$ cat src/rtl/insn_seg_pkg.sv
package insn_seg_pkg;

    localparam logic [3:0] TAIL_W0  = 4'hB;
    localparam logic [3:0] TAIL_W10 = 4'hC;
    localparam logic [3:0] TAIL_W15 = 4'hD;
    localparam logic [3:0] TAIL_W16 = 4'hE;

    typedef struct packed {
        logic       ok;
        logic [4:0] nbits;
    } tail_info_t;

    function automatic tail_info_t tail_decode(input logic [3:0] code);
        tail_info_t t;
        t.ok    = 1'b1;
        t.nbits = 5'd0;
        case (code)
            TAIL_W0:  t.nbits = 5'd0;
            TAIL_W10: t.nbits = 5'd10;
            TAIL_W15: t.nbits = 5'd15;
            TAIL_W16: t.nbits = 5'd16;
            default:  t.ok    = 1'b0;
        endcase
        return t;
    endfunction

endpackage

$ cat src/rtl/insn_seg_parse.sv
module insn_seg_parse
    import insn_seg_pkg::*;
#(
    parameter int         WIN_W    = 32,
    parameter int         IDX_MAX  = 9,
    parameter int         SEG_W    = 16,
    parameter int         LEN_W    = 6,
    parameter logic [3:0] CLASS_ID = 4'h6
) (
    input  logic [WIN_W-1:0]   window,
    input  logic [3:0]         idx_len,
    input  logic [3:0]         tail_code,
    output logic               fields_ok,
    output logic               sel,
    output logic [IDX_MAX-1:0] idx,
    output logic [SEG_W-1:0]   tail_val,
    output logic [LEN_W-1:0]   used_len
);
    localparam int HDR_W = 5;

    tail_info_t         ti;
    logic               cls_ok;
    logic               len_ok;
    logic [LEN_W-1:0]   idx_n;
    logic [LEN_W-1:0]   tail_n;
    logic [WIN_W-1:0]   after_hdr;
    logic [WIN_W-1:0]   after_idx;
    logic [IDX_MAX-1:0] idx_raw;
    logic [SEG_W-1:0]   tail_raw;

    always_comb begin
        ti        = tail_decode(tail_code);
        cls_ok    = (window[WIN_W-1 -: 4] == CLASS_ID);
        len_ok    = (int'(idx_len) >= 2) && (int'(idx_len) <= IDX_MAX);
        sel       = window[WIN_W-5];
        idx_n     = len_ok ? LEN_W'(idx_len) : '0;
        tail_n    = LEN_W'(ti.nbits);
        after_hdr = window << HDR_W;
        after_idx = after_hdr << idx_n;
        idx_raw   = after_hdr[WIN_W-1 -: IDX_MAX];
        tail_raw  = after_idx[WIN_W-1 -: SEG_W];
        idx       = len_ok ? (idx_raw >> (LEN_W'(IDX_MAX) - idx_n)) : '0;
        tail_val  = (tail_n == '0) ? '0 : (tail_raw >> (LEN_W'(SEG_W) - tail_n));
        used_len  = LEN_W'(HDR_W) + idx_n + tail_n;
        fields_ok = cls_ok && len_ok && ti.ok;
    end

endmodule

$ cat src/rtl/insn_seg_vocab_port.sv
module insn_seg_vocab_port #(
    parameter int IDX_MAX = 9,
    parameter int VOC_AW  = 9
) (
    input  logic               fire,
    input  logic               picked,
    input  logic [VOC_AW-1:0]  base,
    input  logic [IDX_MAX-1:0] idx,
    output logic               rd_en,
    output logic [VOC_AW-1:0]  rd_addr
);
    always_comb begin
        rd_en   = fire && picked;
        rd_addr = base + VOC_AW'(idx);
    end
endmodule

$ cat src/rtl/insn_seg_expander.sv
module insn_seg_expander
    import insn_seg_pkg::*;
#(
    parameter int         WIN_W    = 32,
    parameter int         IDX_MAX  = 9,
    parameter int         VOC_AW   = 9,
    parameter int         SEG_W    = 16,
    parameter int         LEN_W    = $clog2(WIN_W + 1),
    parameter logic [3:0] CLASS_ID = 4'h6
) (
    input  logic                 clk,
    input  logic                 rst_n,
    input  logic                 in_valid,
    output logic                 in_ready,
    input  logic [WIN_W-1:0]     in_window,
    input  logic [3:0]           cfg_idx_len,
    input  logic [3:0]           cfg_tail_code,
    input  logic [VOC_AW-1:0]    cfg_base_a,
    input  logic [VOC_AW-1:0]    cfg_base_b,
    output logic                 voc_a_en,
    output logic [VOC_AW-1:0]    voc_a_addr,
    input  logic [SEG_W-1:0]     voc_a_data,
    output logic                 voc_b_en,
    output logic [VOC_AW-1:0]    voc_b_addr,
    input  logic [SEG_W-1:0]     voc_b_data,
    output logic                 out_valid,
    input  logic                 out_ready,
    output logic [2*SEG_W-1:0]   out_instr,
    output logic [LEN_W-1:0]     out_len,
    output logic                 out_err
);
    localparam int NRAM = 2;

    typedef struct packed {
        logic             vld;
        logic             err;
        logic             fresh;
        logic             sel;
        logic [SEG_W-1:0] left;
        logic [SEG_W-1:0] right;
        logic [LEN_W-1:0] len;
    } st_t;

    st_t st_d, st_q;

    logic               fields_ok;
    logic               sel;
    logic [IDX_MAX-1:0] idx;
    logic [SEG_W-1:0]   tail_val;
    logic [LEN_W-1:0]   used_len;
    logic               accept;
    logic               fire;
    logic [SEG_W-1:0]   ram_word;

    logic [VOC_AW-1:0]  base_arr [NRAM];
    logic               en_arr   [NRAM];
    logic [VOC_AW-1:0]  addr_arr [NRAM];

    insn_seg_parse #(
        .WIN_W(WIN_W), .IDX_MAX(IDX_MAX), .SEG_W(SEG_W),
        .LEN_W(LEN_W), .CLASS_ID(CLASS_ID)
    ) parse_i (
        .window   (in_window),
        .idx_len  (cfg_idx_len),
        .tail_code(cfg_tail_code),
        .fields_ok(fields_ok),
        .sel      (sel),
        .idx      (idx),
        .tail_val (tail_val),
        .used_len (used_len)
    );

    assign base_arr[0] = cfg_base_a;
    assign base_arr[1] = cfg_base_b;

    for (genvar g = 0; g < NRAM; g++) begin : g_port
        insn_seg_vocab_port #(.IDX_MAX(IDX_MAX), .VOC_AW(VOC_AW)) port_i (
            .fire   (fire),
            .picked (sel == g[0]),
            .base   (base_arr[g]),
            .idx    (idx),
            .rd_en  (en_arr[g]),
            .rd_addr(addr_arr[g])
        );
    end

    assign voc_a_en   = en_arr[0];
    assign voc_a_addr = addr_arr[0];
    assign voc_b_en   = en_arr[1];
    assign voc_b_addr = addr_arr[1];

    assign in_ready = !st_q.vld || out_ready;
    assign accept   = in_valid && in_ready;
    assign fire     = accept && fields_ok;
    assign ram_word = st_q.sel ? voc_b_data : voc_a_data;

    always_comb begin
        st_d       = st_q;
        st_d.err   = 1'b0;
        st_d.fresh = 1'b0;
        if (st_q.fresh) begin
            st_d.left = ram_word;
        end
        if (st_q.vld && out_ready) begin
            st_d.vld = 1'b0;
        end
        if (accept) begin
            if (!fields_ok) begin
                st_d.err = 1'b1;
            end else begin
                st_d.vld   = 1'b1;
                st_d.fresh = 1'b1;
                st_d.sel   = sel;
                st_d.right = tail_val;
                st_d.len   = used_len;
            end
        end
    end

    always_ff @(posedge clk or negedge rst_n) begin
        if (!rst_n) begin
            st_q <= '0;
        end else begin
            st_q <= st_d;
        end
    end

    assign out_valid = st_q.vld;
    assign out_err   = st_q.err;
    assign out_len   = st_q.len;
    assign out_instr = {(st_q.fresh ? ram_word : st_q.left), st_q.right};

endmodule

$ cat config.mk
export PLATFORM = sky130hd
export DESIGN_NAME = insn_seg_expander
export DESIGN_NICKNAME = d
export VERILOG_FILES = /design/src/rtl/insn_seg_pkg.sv /design/src/rtl/insn_seg_parse.sv /design/src/rtl/insn_seg_vocab_port.sv /design/src/rtl/insn_seg_expander.sv
export SDC_FILE = /design/constraint.sdc
export NUM_CORES = 1
export LEC_CHECK = 0
export ABC_AREA = 1
export CORE_AREA = 10 10 98 100
export DETAILED_ROUTE_END_ITERATION = 8
export DIE_AREA = 0 0 108 110
export DONT_BUFFER_PORTS = 1
export GPL_ROUTABILITY_DRIVEN = 0
export PLACE_DENSITY = 0.82
export SLEW_MARGIN = 25
export SYNTH_ARGS = -nofsm -noshare
export SYNTH_HDL_FRONTEND = slang
export SYNTH_SLANG_ARGS = --single-unit
$ cat constraint.sdc
create_clock -name clk -period 5.2 [get_ports clk]
set_input_delay 1.04 -clock clk [delete_from_list [all_inputs] [get_ports clk]]
set_output_delay 1.04 -clock clk [all_outputs]
set_load 0.005 [all_outputs]
# Yosys cells after proc, flatten, opt, wreduce, memory -nomap -nowiden
# Index checks and enable logic that the tools add are counted.
# W data, S select, Z words.
# totals
in_bits	94
reg_bits	42
# classes
n_lt_le_gt_ge	2
n_reduce_logical	13
bitwise_logic	1
n_eq_ne	5
n_shift	3
add_sub_neg	6
n_mux	12
# ops
cell	count
$mux W16	3
$shl A32 B6 Y32	1
$add A9 B9 Y9	2
$eq A4 B4 Y1 const B	4
$shr A16 B6 Y16	1
$pmux W5 S3	1
$mux W9	1
$shr A9 B6 Y9	1
$logic_and A1 B1 Y1	8
$mux W4	2
$add A3 B6 Y6 const A	1
$add A6 B5 Y6	1
$sub A4 B6 Y6 const A	1
$sub A5 B5 Y6 const A	1
$logic_not A5 Y1	1
$eq A4 B3 Y1 const B	1
$ge A4 B2 Y1 const B	1
$le A4 B4 Y1 const B	1
$mux W1	4
$reduce_or A4 Y1	1
$mux W2	1
$reduce_and A2 Y1	1
$logic_not A1 Y1	1
$logic_or A1 B1 Y1	1
$not A1 Y1	1

# Depth between registers and ports, before layout
# Gate-level depths: netlist (run 1).
# depth
depth_word	7
depth_mapped	26

# By module
# From an unflattened synthesis (run 1), not the netlist that was laid out.
# unflattened
hier_cells	899
area_unflattened_um2	5511.5
# modules_own_cells
module	n_inst	cells_per_inst	area_each_um2	seq_area_each_um2
insn_seg_parse	1	467	2323.5	0.0
insn_seg_expander	1	286	2284.7	1051.0
insn_seg_vocab_port	2	73	451.7	0.0

# Worst setup path before layout (run 1)
# Ideal clock, no wire load.
# synth_path
path_type	input port to output port
startpoint	input cfg_idx_len[3]
endpoint	output voc_a_addr[7]
required_ns	4.160
path_slack_ns	0.342
stages	21
arrival_ns	3.818
n_path_buf	2
cell_sequence	buf_4 nand2_4 nand2_4 nand2_2 buf_2 ha_1 inv_1 ha_1 inv_1 nor2_1 inv_1 nor2_2 inv_1 o31ai_1 ha_1 nand2_1 a21oi_1 a211oi_1 nand2_1 nand2_1 nand2_1
# synth_via
elab_chain_len	7
# synth_lines
item	line	text
from (decl)	insn_seg_expander.sv:16	input logic [3:0] cfg_idx_len,
$ge A4 B2 Y1 or $le A4 B4 Y1 (tied branches)	insn_seg_parse.sv:34	len_ok = (int'(idx_len) >= 2) && (int'(idx_len) <= IDX_MAX);
$logic_and A1 B1 Y1	insn_seg_parse.sv:34	
$mux W4	insn_seg_parse.sv:36	idx_n = len_ok ? LEN_W'(idx_len) : '0;
$sub A4 B6 Y6	insn_seg_parse.sv:42	idx = len_ok ? (idx_raw >> (LEN_W'(IDX_MAX) - idx_n)) : '0;
$shr A9 B6 Y9	insn_seg_parse.sv:42	
$mux W9 (*)	insn_seg_parse.sv:42	
$add A9 B9 Y9 (*)	insn_seg_vocab_port.sv:14	rd_addr = base + VOC_AW'(idx);
to (decl)	insn_seg_expander.sv:21	output logic [VOC_AW-1:0] voc_a_addr,
# Mark *: on every way between the ends. The rest lies on a longest branch, timed or not.

# Final worst setup path (run 1)
# layout_path
startpoint	input cfg_idx_len[1]
endpoint	output voc_b_addr[7]
# layout_via
elab_chain_len	7
# layout_lines
item	line	text
$ge A4 B2 Y1 or $le A4 B4 Y1 (tied branches)	insn_seg_parse.sv:34	
$logic_and A1 B1 Y1	insn_seg_parse.sv:34	
$mux W4	insn_seg_parse.sv:36	
$sub A4 B6 Y6	insn_seg_parse.sv:42	
$shr A9 B6 Y9	insn_seg_parse.sv:42	
$mux W9 (*)	insn_seg_parse.sv:42	
$add A9 B9 Y9 (*)	insn_seg_vocab_port.sv:14	
to (decl)	insn_seg_expander.sv:24	output logic [VOC_AW-1:0] voc_b_addr,
# Marks and branches as above.

==> results summary, run 1 <==
The layout has 710 filler cells. The period utilization is 94.3%. The remaining max-slew budget at the tightest pin is 41.5%. Across all layers, the routed design uses 5065 vias.

For this run, the leading register cell type out of synthesis is dfrtp_1. The end-of-flow core utilization came out at 61.8%. The total power after layout came out at 949 uW. The leakage power summed over all cells is 2.47 nW. In the final routed layout, each cell accounts on average for 16.6 um. The transition time at the pin with the least slew margin is 0.877 ns. The minimum clock period after layout came out at 4.90 ns. The minimum setup slack after placement is 0.302 ns. Once the floorplan was initialized, standard cells occupied 64.4% of the core. The Yosys warning count came out at 0. The number of setup violations in the final report is 0.

The setup TNS after final layout is 0 ns. Once detail routing completed, the nets flagged for antenna violations numbered 0. The H-tree was split into 2 levels. The number of clock sinks is 42. The number of antenna violations at the first check in global routing was 0. The number of cells after detailed placement is 814.

Static timing analysis puts the maximum clock frequency at 204 MHz. The clock slew seen by the registers of the worst setup and hold paths is 0.08 ns. The area of the core came out at 7650 um^2. Relative to the synthesized area, the layout overhead comes to -4.04%. The antenna cell count is 0.

On the worst path, the slowest cell contributes a delay of 0.34 ns. Detailed placement finished with a half-perimeter wire length of 10900 um. The die boundary height is 110 um. The final number of hold-violating endpoints is 0. The worst setup path is launched from a primary input. Counting distinct cell types in the post-synthesis netlist gives 41. The maximum VDD drop came out at 0.000116 V. The final setup slack of the worst path came out at 0.296 ns. The maximum clock path buffer count is 2. Among all stages on the critical path, the largest delay is contributed by o31ai_1. The post-layout net count came out at 844. The class of the tightest hold or removal check is in -> async. The pin count of the biggest net entering global routing is 43. The count of non-filler cells in the finished layout came out at 822.

The area used by sequential logic in the layout is 1050 um^2. The number of nets handed over by synthesis was 905. The number of iterations in the first detailed-routing pass is 7. After synthesis, the mean cell area works out to 6.32 um^2.

Traced cell by cell, the critical path runs through o21ai_2 -> nand2_8 -> nand2_2 -> ha_1 -> inv_1 -> ha_1 -> inv_1 -> nor2_1 -> inv_1 -> nor2_2 -> inv_1 -> o31ai_1 -> ha_1 -> nand2_1 -> a21oi_1 -> a211oi_1 -> nand2_1 -> nand2_1 -> nand2_1. Power spread over the standard cell area amounts to 201 nW/um^2. The max-slew violation count is 0. The critical-path maximum fanout came out at 19. TritonCTS built the clock tree. In the routed design, unresolved DRC markers number 0. The number of flip-flops and latches in the synthesized netlist came out at 42. The total routing usage reported by global routing came out at 21.8%. The kind of capture point of the worst setup path is a primary output. The async set-reset flop share out of synthesis is 100%. The number of placed I/O pins is 155. The residual overflow from global routing is 0. The flow ran to the end, and the final reports show no timing, DRC or antenna violations. In this run, CTS created clock tree buffers numbering 5. Max-cap violations in this run came to 0. From left edge to right edge, the die measures 108 um. The setup path with the least slack is of type in -> out.

The overall die area came out at 11900 um^2. The routed design has 13700 um of wire. Of the synthesized area, sequential elements account for 21.3%. Setup repair after global routing left no endpoint under its margin. The post-detailed-route via-to-cell ratio came out at 6.16. The count of buffers added on input and output ports is 0. The number of synthesized flops with an enable pin came out at 0.

In the final layout, the share of cells above drive strength 1 is 5.28%. The multi-input combinational cells in the finished layout cover a total of 3210 um^2. For the worst setup path, the data arrival time is 3.86 ns. The count of hold buffers inserted by post-cts repair came out at 0. Clock latency on the worst-skew pair, taken at its later pin, is 0.29 ns. The global-route wire length before repair came out at 21800 um. The worst endpoint required time is 4.16 ns. The number of global-route vias before repair came out at 4709. The DRC marker count from the first detailed-route iteration is 532. The synthesized netlist cell count is 780. The floorplan has 32 rows.

Across the routed clock network, the largest skew measured is 0.00643 ns. The post-synth design cell area is 4930 um^2. In this run the clock root is driven by a clkbuf_8.
report_power, final:
part / leakage, nW / internal (mW) / total [mW] / switching, mW
Sequential: 0.502 / 0.346 / 0.359 / 0.0135
Combinational: 1.92 / 0.127 / 0.377 / 0.250
Clock: 0.0482 / 0.107 / 0.213 / 0.106
routing by layer:
layer	vias up	share of wire, %	global-route usage, %
li1	2500	-	-
met1	2281	39	24.7
met2	248	50	39.6
met3	36	9.2	5.17
met4	0	2.0	6.77
met5	-	0	0
layout by cell type, fill, tap and decap left out, types with 3 or more instances in the layout:
master and instances:
clkbuf_8 6, o21ai_2 4, o31ai_1 4, o21ai_0 8, nand3b_1 3, nor2_1 39
nand4_1 29, nand2_2 4, ha_1 30, nand2_1 214, a21oi_1 18, inv_2 8
nand3_1 195, xor2_1 8, xnor2_1 4, dfrtp_1 42, and2_1 3, inv_1 48
a31oi_1 17, nor2_2 3, buf_4 4
stage by stage:
step | instance area (um^2) | hold slack [ns]
floorplan | 4930 | 0.443
global placement | 4630 | 0.512
detailed placement | 4630 | 0.511
CTS | 4720 | 0.432
global route | 4730 | 0.420
finish | 4730 | 0.435
worst max-delay path: cells and delay by family:
family | cells | cell delay (ns)
AND/OR/NAND/NOR | 8 | 0.86
AO/OA/AOI/OAI | 4 | 0.87
buffers and inverters | 4 | 0.32
adder cells (fa/ha/maj) | 3 | 0.77
what timing repair did:
action                                  4_1_cts  5_1_grt
endpoints found under the setup margin        0        1
setup buffers                                 0        0
endpoints found under the hold margin         0        0
resized for setup                             0        2
state kept, by name, summed over array words and instances (netlist names):
signal	count
out_len	6
out_err	1
out_instr	16
st_q	18
out_valid	1
cell usage after synthesis, types with 4 or more instances:
master	number	share of area, %
nand2_1	214	16
nand3_1	195	20
inv_1	48	3.7
buf_4	43	6.5
dfrtp_1	42	21
nor2_1	39	3.0
ha_1	30	7.6
nand4_1	29	3.7
a21oi_1	18	1.8
a31oi_1	17	2.2
clkbuf_1	17	1.3
inv_2	8	0.61
o21ai_0	8	0.81
xor2_1	8	1.4
buf_2	5	0.51
buf_1	4	0.30
nand2_2	4	0.51
o31ai_1	4	0.61
xnor2_1	4	0.71
path summary, 6_finish.rpt:
kind / start / endpoint / slack, ns / cells after the start
worst max-delay path: cfg_idx_len[1] / voc_b_addr[7] / 0.30 / 19
worst min-delay path: rst_n / st_q[34] / 0.44 / 0
worst max register to register: out_valid / out_instr[0] / 2.86 / 11
worst min register to register: out_instr[10] / out_instr[10] / 0.52 / 2
max in group asynchronous: rst_n / out_len[3] / 4.68 / 0
min in group clk: out_instr[10] / out_instr[10] / 0.52 / 2
cell type report:
type	instances	area share (%)
Multi-Input combinational cell	608	67.9
Sequential cell	42	22.2
Inverter	58	4.60
Tap cell	102	2.70
Clock buffer	7	1.83
Timing Repair Buffer	4	0.635
Clock inverter	1	0.106
cells by family (layout without fill, tap and decap cells):
| group | count (synthesis) | count (layout) | share of synthesized area (%) |
|---|---|---|---|
| simple gates | 503 | 503 | 47.0 |
| compound gates | 62 | 62 | 7.72 |
| flops | 42 | 42 | 21.3 |
| xor+xnor | 12 | 12 | 2.13 |
| buf+inv | 130 | 70 | 13.8 |
| fa+ha+maj | 31 | 31 | 8.02 |
Note: power is estimated with default switching activity, not from simulation.
==> run 2, diff against run 1 <==
CORE_AREA = 10 10 95 97   (was 10 10 98 100)
DIE_AREA = 0 0 105 107   (was 0 0 108 110)
PLACE_DENSITY = 0.87   (was 0.82)
TNS_END_PERCENT = 5   (was default)
clock period = 6.2 ns   (was 5.2 ns; I/O delays follow)
==> run 2 against run 1 <==
Against the previous run: first-iteration DRC count is 5.6% lower; register-to-register slack better by 1.0 ns; clock power is 4% lower; final cell count is 0.73% lower; sequential share of layout area is 0.10 points higher; utilization is 4.1 points higher; cell area is 0.45% lower; wire length is 1.8% lower; sequential power is 16% lower; critical path type unchanged; largest power group unchanged.
==> results summary, run 2 (synthesis gave the netlist of run 1 again) <==
The port buffer count was 0 (unchanged). Setup repair after global routing left no endpoint under its margin. The post-layout net count came out at 841 (-0.36%).

The number of rows created at floorplan was 31 (-3.1%). The residual overflow from global routing came to 0 (unchanged). The count of non-filler cells in the finished layout came out at 816 (-0.73%). The post-cts repair resize count came out at 0 (unchanged). The logic gate share of total power came out at 38.4% (-1.3 points). The die boundary height came to 107 um (-2.7%). The minimum clock period after layout is 5.73 ns.

The number of cells after detailed placement is 808 (-0.74%). On the critical path, the stage with the largest delay is an instance of o31ai_1. The net switching power figure came out at 307 uW (-17%). The flip-flop count of the largest register, all copies and words added is 18 (unchanged).

The max-slew violation count is 0 (unchanged). TritonCTS built the clock tree. The number of antenna violations at the first check in global routing is 0 (unchanged).

The worst slack on hold paths was 0.522 ns (+0.0864 ns). In this run the worst hold path is classified as reg -> reg. The critical-path maximum fanout came out at 19 (unchanged).

The final setup slack of the worst path is 0.468 ns (+0.173 ns). The delay of the slowest cell on the worst path is 0.37 ns (+0.03 ns). The overall die area is 11200 um^2 (-5.4%). The critical path goes through nor2_4 -> nand2_4 -> nand2_4 -> nand2_2 -> ha_1 -> inv_1 -> ha_1 -> inv_1 -> nor2_1 -> inv_1 -> nor2_2 -> inv_1 -> o31ai_1 -> ha_1 -> nand2_1 -> a21oi_1 -> a211oi_1 -> nand2_1 -> nand2_1 -> nand2_1. The number of vias after detailed routing is 5053 (-0.24%).

The worst endpoint required time is 4.96 ns (+0.80 ns). The arrival time of data at the critical path endpoint is 4.49 ns (+0.63 ns). For this run, the top clock speed supported by timing is 174 MHz.

The sequential power share came out at 36.7% (-1.1 points). The pin count of the biggest net entering global routing came out at 43 (unchanged). The maximum clock path buffer count came out at 2 (unchanged). The buffering stage count on the worst path with inverters included was 4 (unchanged). The met2 usage in global routing was 40.9% (+1.3 points). The CTS H-tree depth came out at 2 (unchanged). The power density normalized to cell area came out at 174 nW/um^2 (-13%).

The leakage power summed over all cells came out at 2.46 nW (-0.24%). The number of setup violations in the final report is 0 (unchanged). The final HPWL from detailed placement came out at 10800 um (-1.1%). The flow ran to the end, and the final reports show no timing, DRC or antenna violations. The number of buffers created by CTS was 5 (unchanged). The clock slew seen by the registers of the worst setup and hold paths is 0.07 ns (about the same).

The clock latency reported for the late side of the worst-skew pair came out at 0.28 ns (about the same). The total detailed-routing wirelength came out at 13400 um (-1.8%). The remaining max-slew budget at the tightest pin was 40.8% (-0.67 points). The number of clock sinks is 42 (unchanged). Counting flops per register, the top entry is st_q.

The average wire per cell in the routed design came out at 16.4 um (-1.0%). The maximum VDD drop came out at 0.0000922 V (-21%). The initial core utilization is 69.1% (+4.6 points).

The met1 usage came out at 25.4% (+0.67 points). The leading cell type in the layout, fill and taps excluded is nand2_1. The number of max-cap violations is 0 (unchanged).

The count of hold buffers inserted by post-cts repair is 0 (unchanged). The relative area change from synthesis to final layout is -4.47%. The portion of total power attributed to the clock network is 24.9% (+2.5 points). The switching part of the total is 37.4% (-1.5 points). The die width is 105 um (-2.8%). In the finished design, the share of the clock period the worst path needs comes to 92.4%. The busiest metal layer after global routing is met2. The area of the core came out at 7140 um^2 (-6.7%). The number of placed I/O pins was 155 (unchanged). The internal power of the cells was 513 uW (-12%). In the layout the commonest cells are nand2_1 (214), nand3_1 (195), inv_1 (48). The number of global-route vias before repair came out at 4715 (+0.13%). The antenna violation net count after detailed routing came out at 0 (unchanged). The DRC violation count after routing is 0 (unchanged). The number of iterations in the first detailed-routing pass came out at 5 (-2). The global-route wire length before repair came out at 21900 um (+0.54%). Clock tree synthesis selected as its root buffer the cell clkbuf_8. The transition time at the pin with the least slew margin came out at 0.887 ns (+0.0101 ns).

The critical path is of the in -> out type. The minimum setup slack after placement came to 0.500 ns (+0.198 ns). The setup TNS after final layout came to 0 ns (unchanged). The worst setup path is captured at a primary output. The worst setup path is launched from a primary input. The number of filler instances in the final layout came to 657 (-7.5%). The largest clock skew in the final design came out at 0.00215 ns (-0.00428 ns). The final number of hold-violating endpoints is 0 (unchanged). The total routing usage reported by global routing came out at 22.6% (+0.78 points). The met3 track utilization from global routing came out at 5.93% (+0.76 points). The number of buffers inserted by post-CTS setup repair came to 0 (unchanged). The cell family contributing the most delay on the critical path is simple AND/OR/NAND/NOR gates. The post-detailed-route via-to-cell ratio came to 6.19 (+0.50%).

The DRC marker count from the first detailed-route iteration is 502 (-5.6%). The antenna cell count is 0 (unchanged). The share of layout cells above drive strength 1 is 4.88% (-0.40 points).
[run 2: worst min-delay path: cells and delay by family, from the launching register on]
family           cells  cell delay [ns]
flip-flops           1             0.38
AND/OR/NAND/NOR      2             0.11
[run 2: cell type report]
type	instances	area [um^2]	share of cell area [%]
Tap cell	99	124	2.63
Timing Repair Buffer	1	7.51	0.159
Inverter	58	218	4.62
Clock inverter	3	40.0	0.850
Multi-Input combinational cell	608	3200	68.0
Clock buffer	5	68.8	1.46
Sequential cell	42	1050	22.3
[run 2: per-stage QoR]
| stage | instance area [um^2] | power (mW) | util [%] |
|---|---|---|---|
| floorplan | 4930 | 0.580 | - |
| global placement | 4600 | 0.605 | 64.4 |
| detailed placement | 4600 | 0.616 | 64.4 |
| CTS | 4710 | 0.821 | 66.0 |
| global route | 4710 | 0.879 | 66.0 |
| finish | 4710 | 0.820 | 66.0 |
[run 2: routing by layer]
layer  vias up  wire [um]
met5         -          0
met4         0        342
met3        35       1140
met2       245       6690
met1      2291       5240
li1       2482          -
[run 2: path summary, 6_finish.rpt]
check	start	depth (start not counted)	slack, ns	endpoint
max	cfg_idx_len[1]	20	0.47	voc_b_addr[7]
min	out_len[2]	2	0.52	out_len[2]
max reg2reg	out_valid	9	3.89	out_instr[13]
min reg2reg	out_len[2]	2	0.52	out_len[2]
max in group asynchronous	rst_n	0	5.48	out_instr[11]
min in group asynchronous	rst_n	0	0.64	st_q[28]
[run 2: power by group through the flow]
stage	Clock, mW	Sequential (mW)	Combinational [mW]
finish	0.205	0.301	0.315
CTS	0.209	0.302	0.311
floorplan	0	0.300	0.280
global placement	0	0.306	0.299
detailed placement	0	0.307	0.309
global route	0.219	0.303	0.357
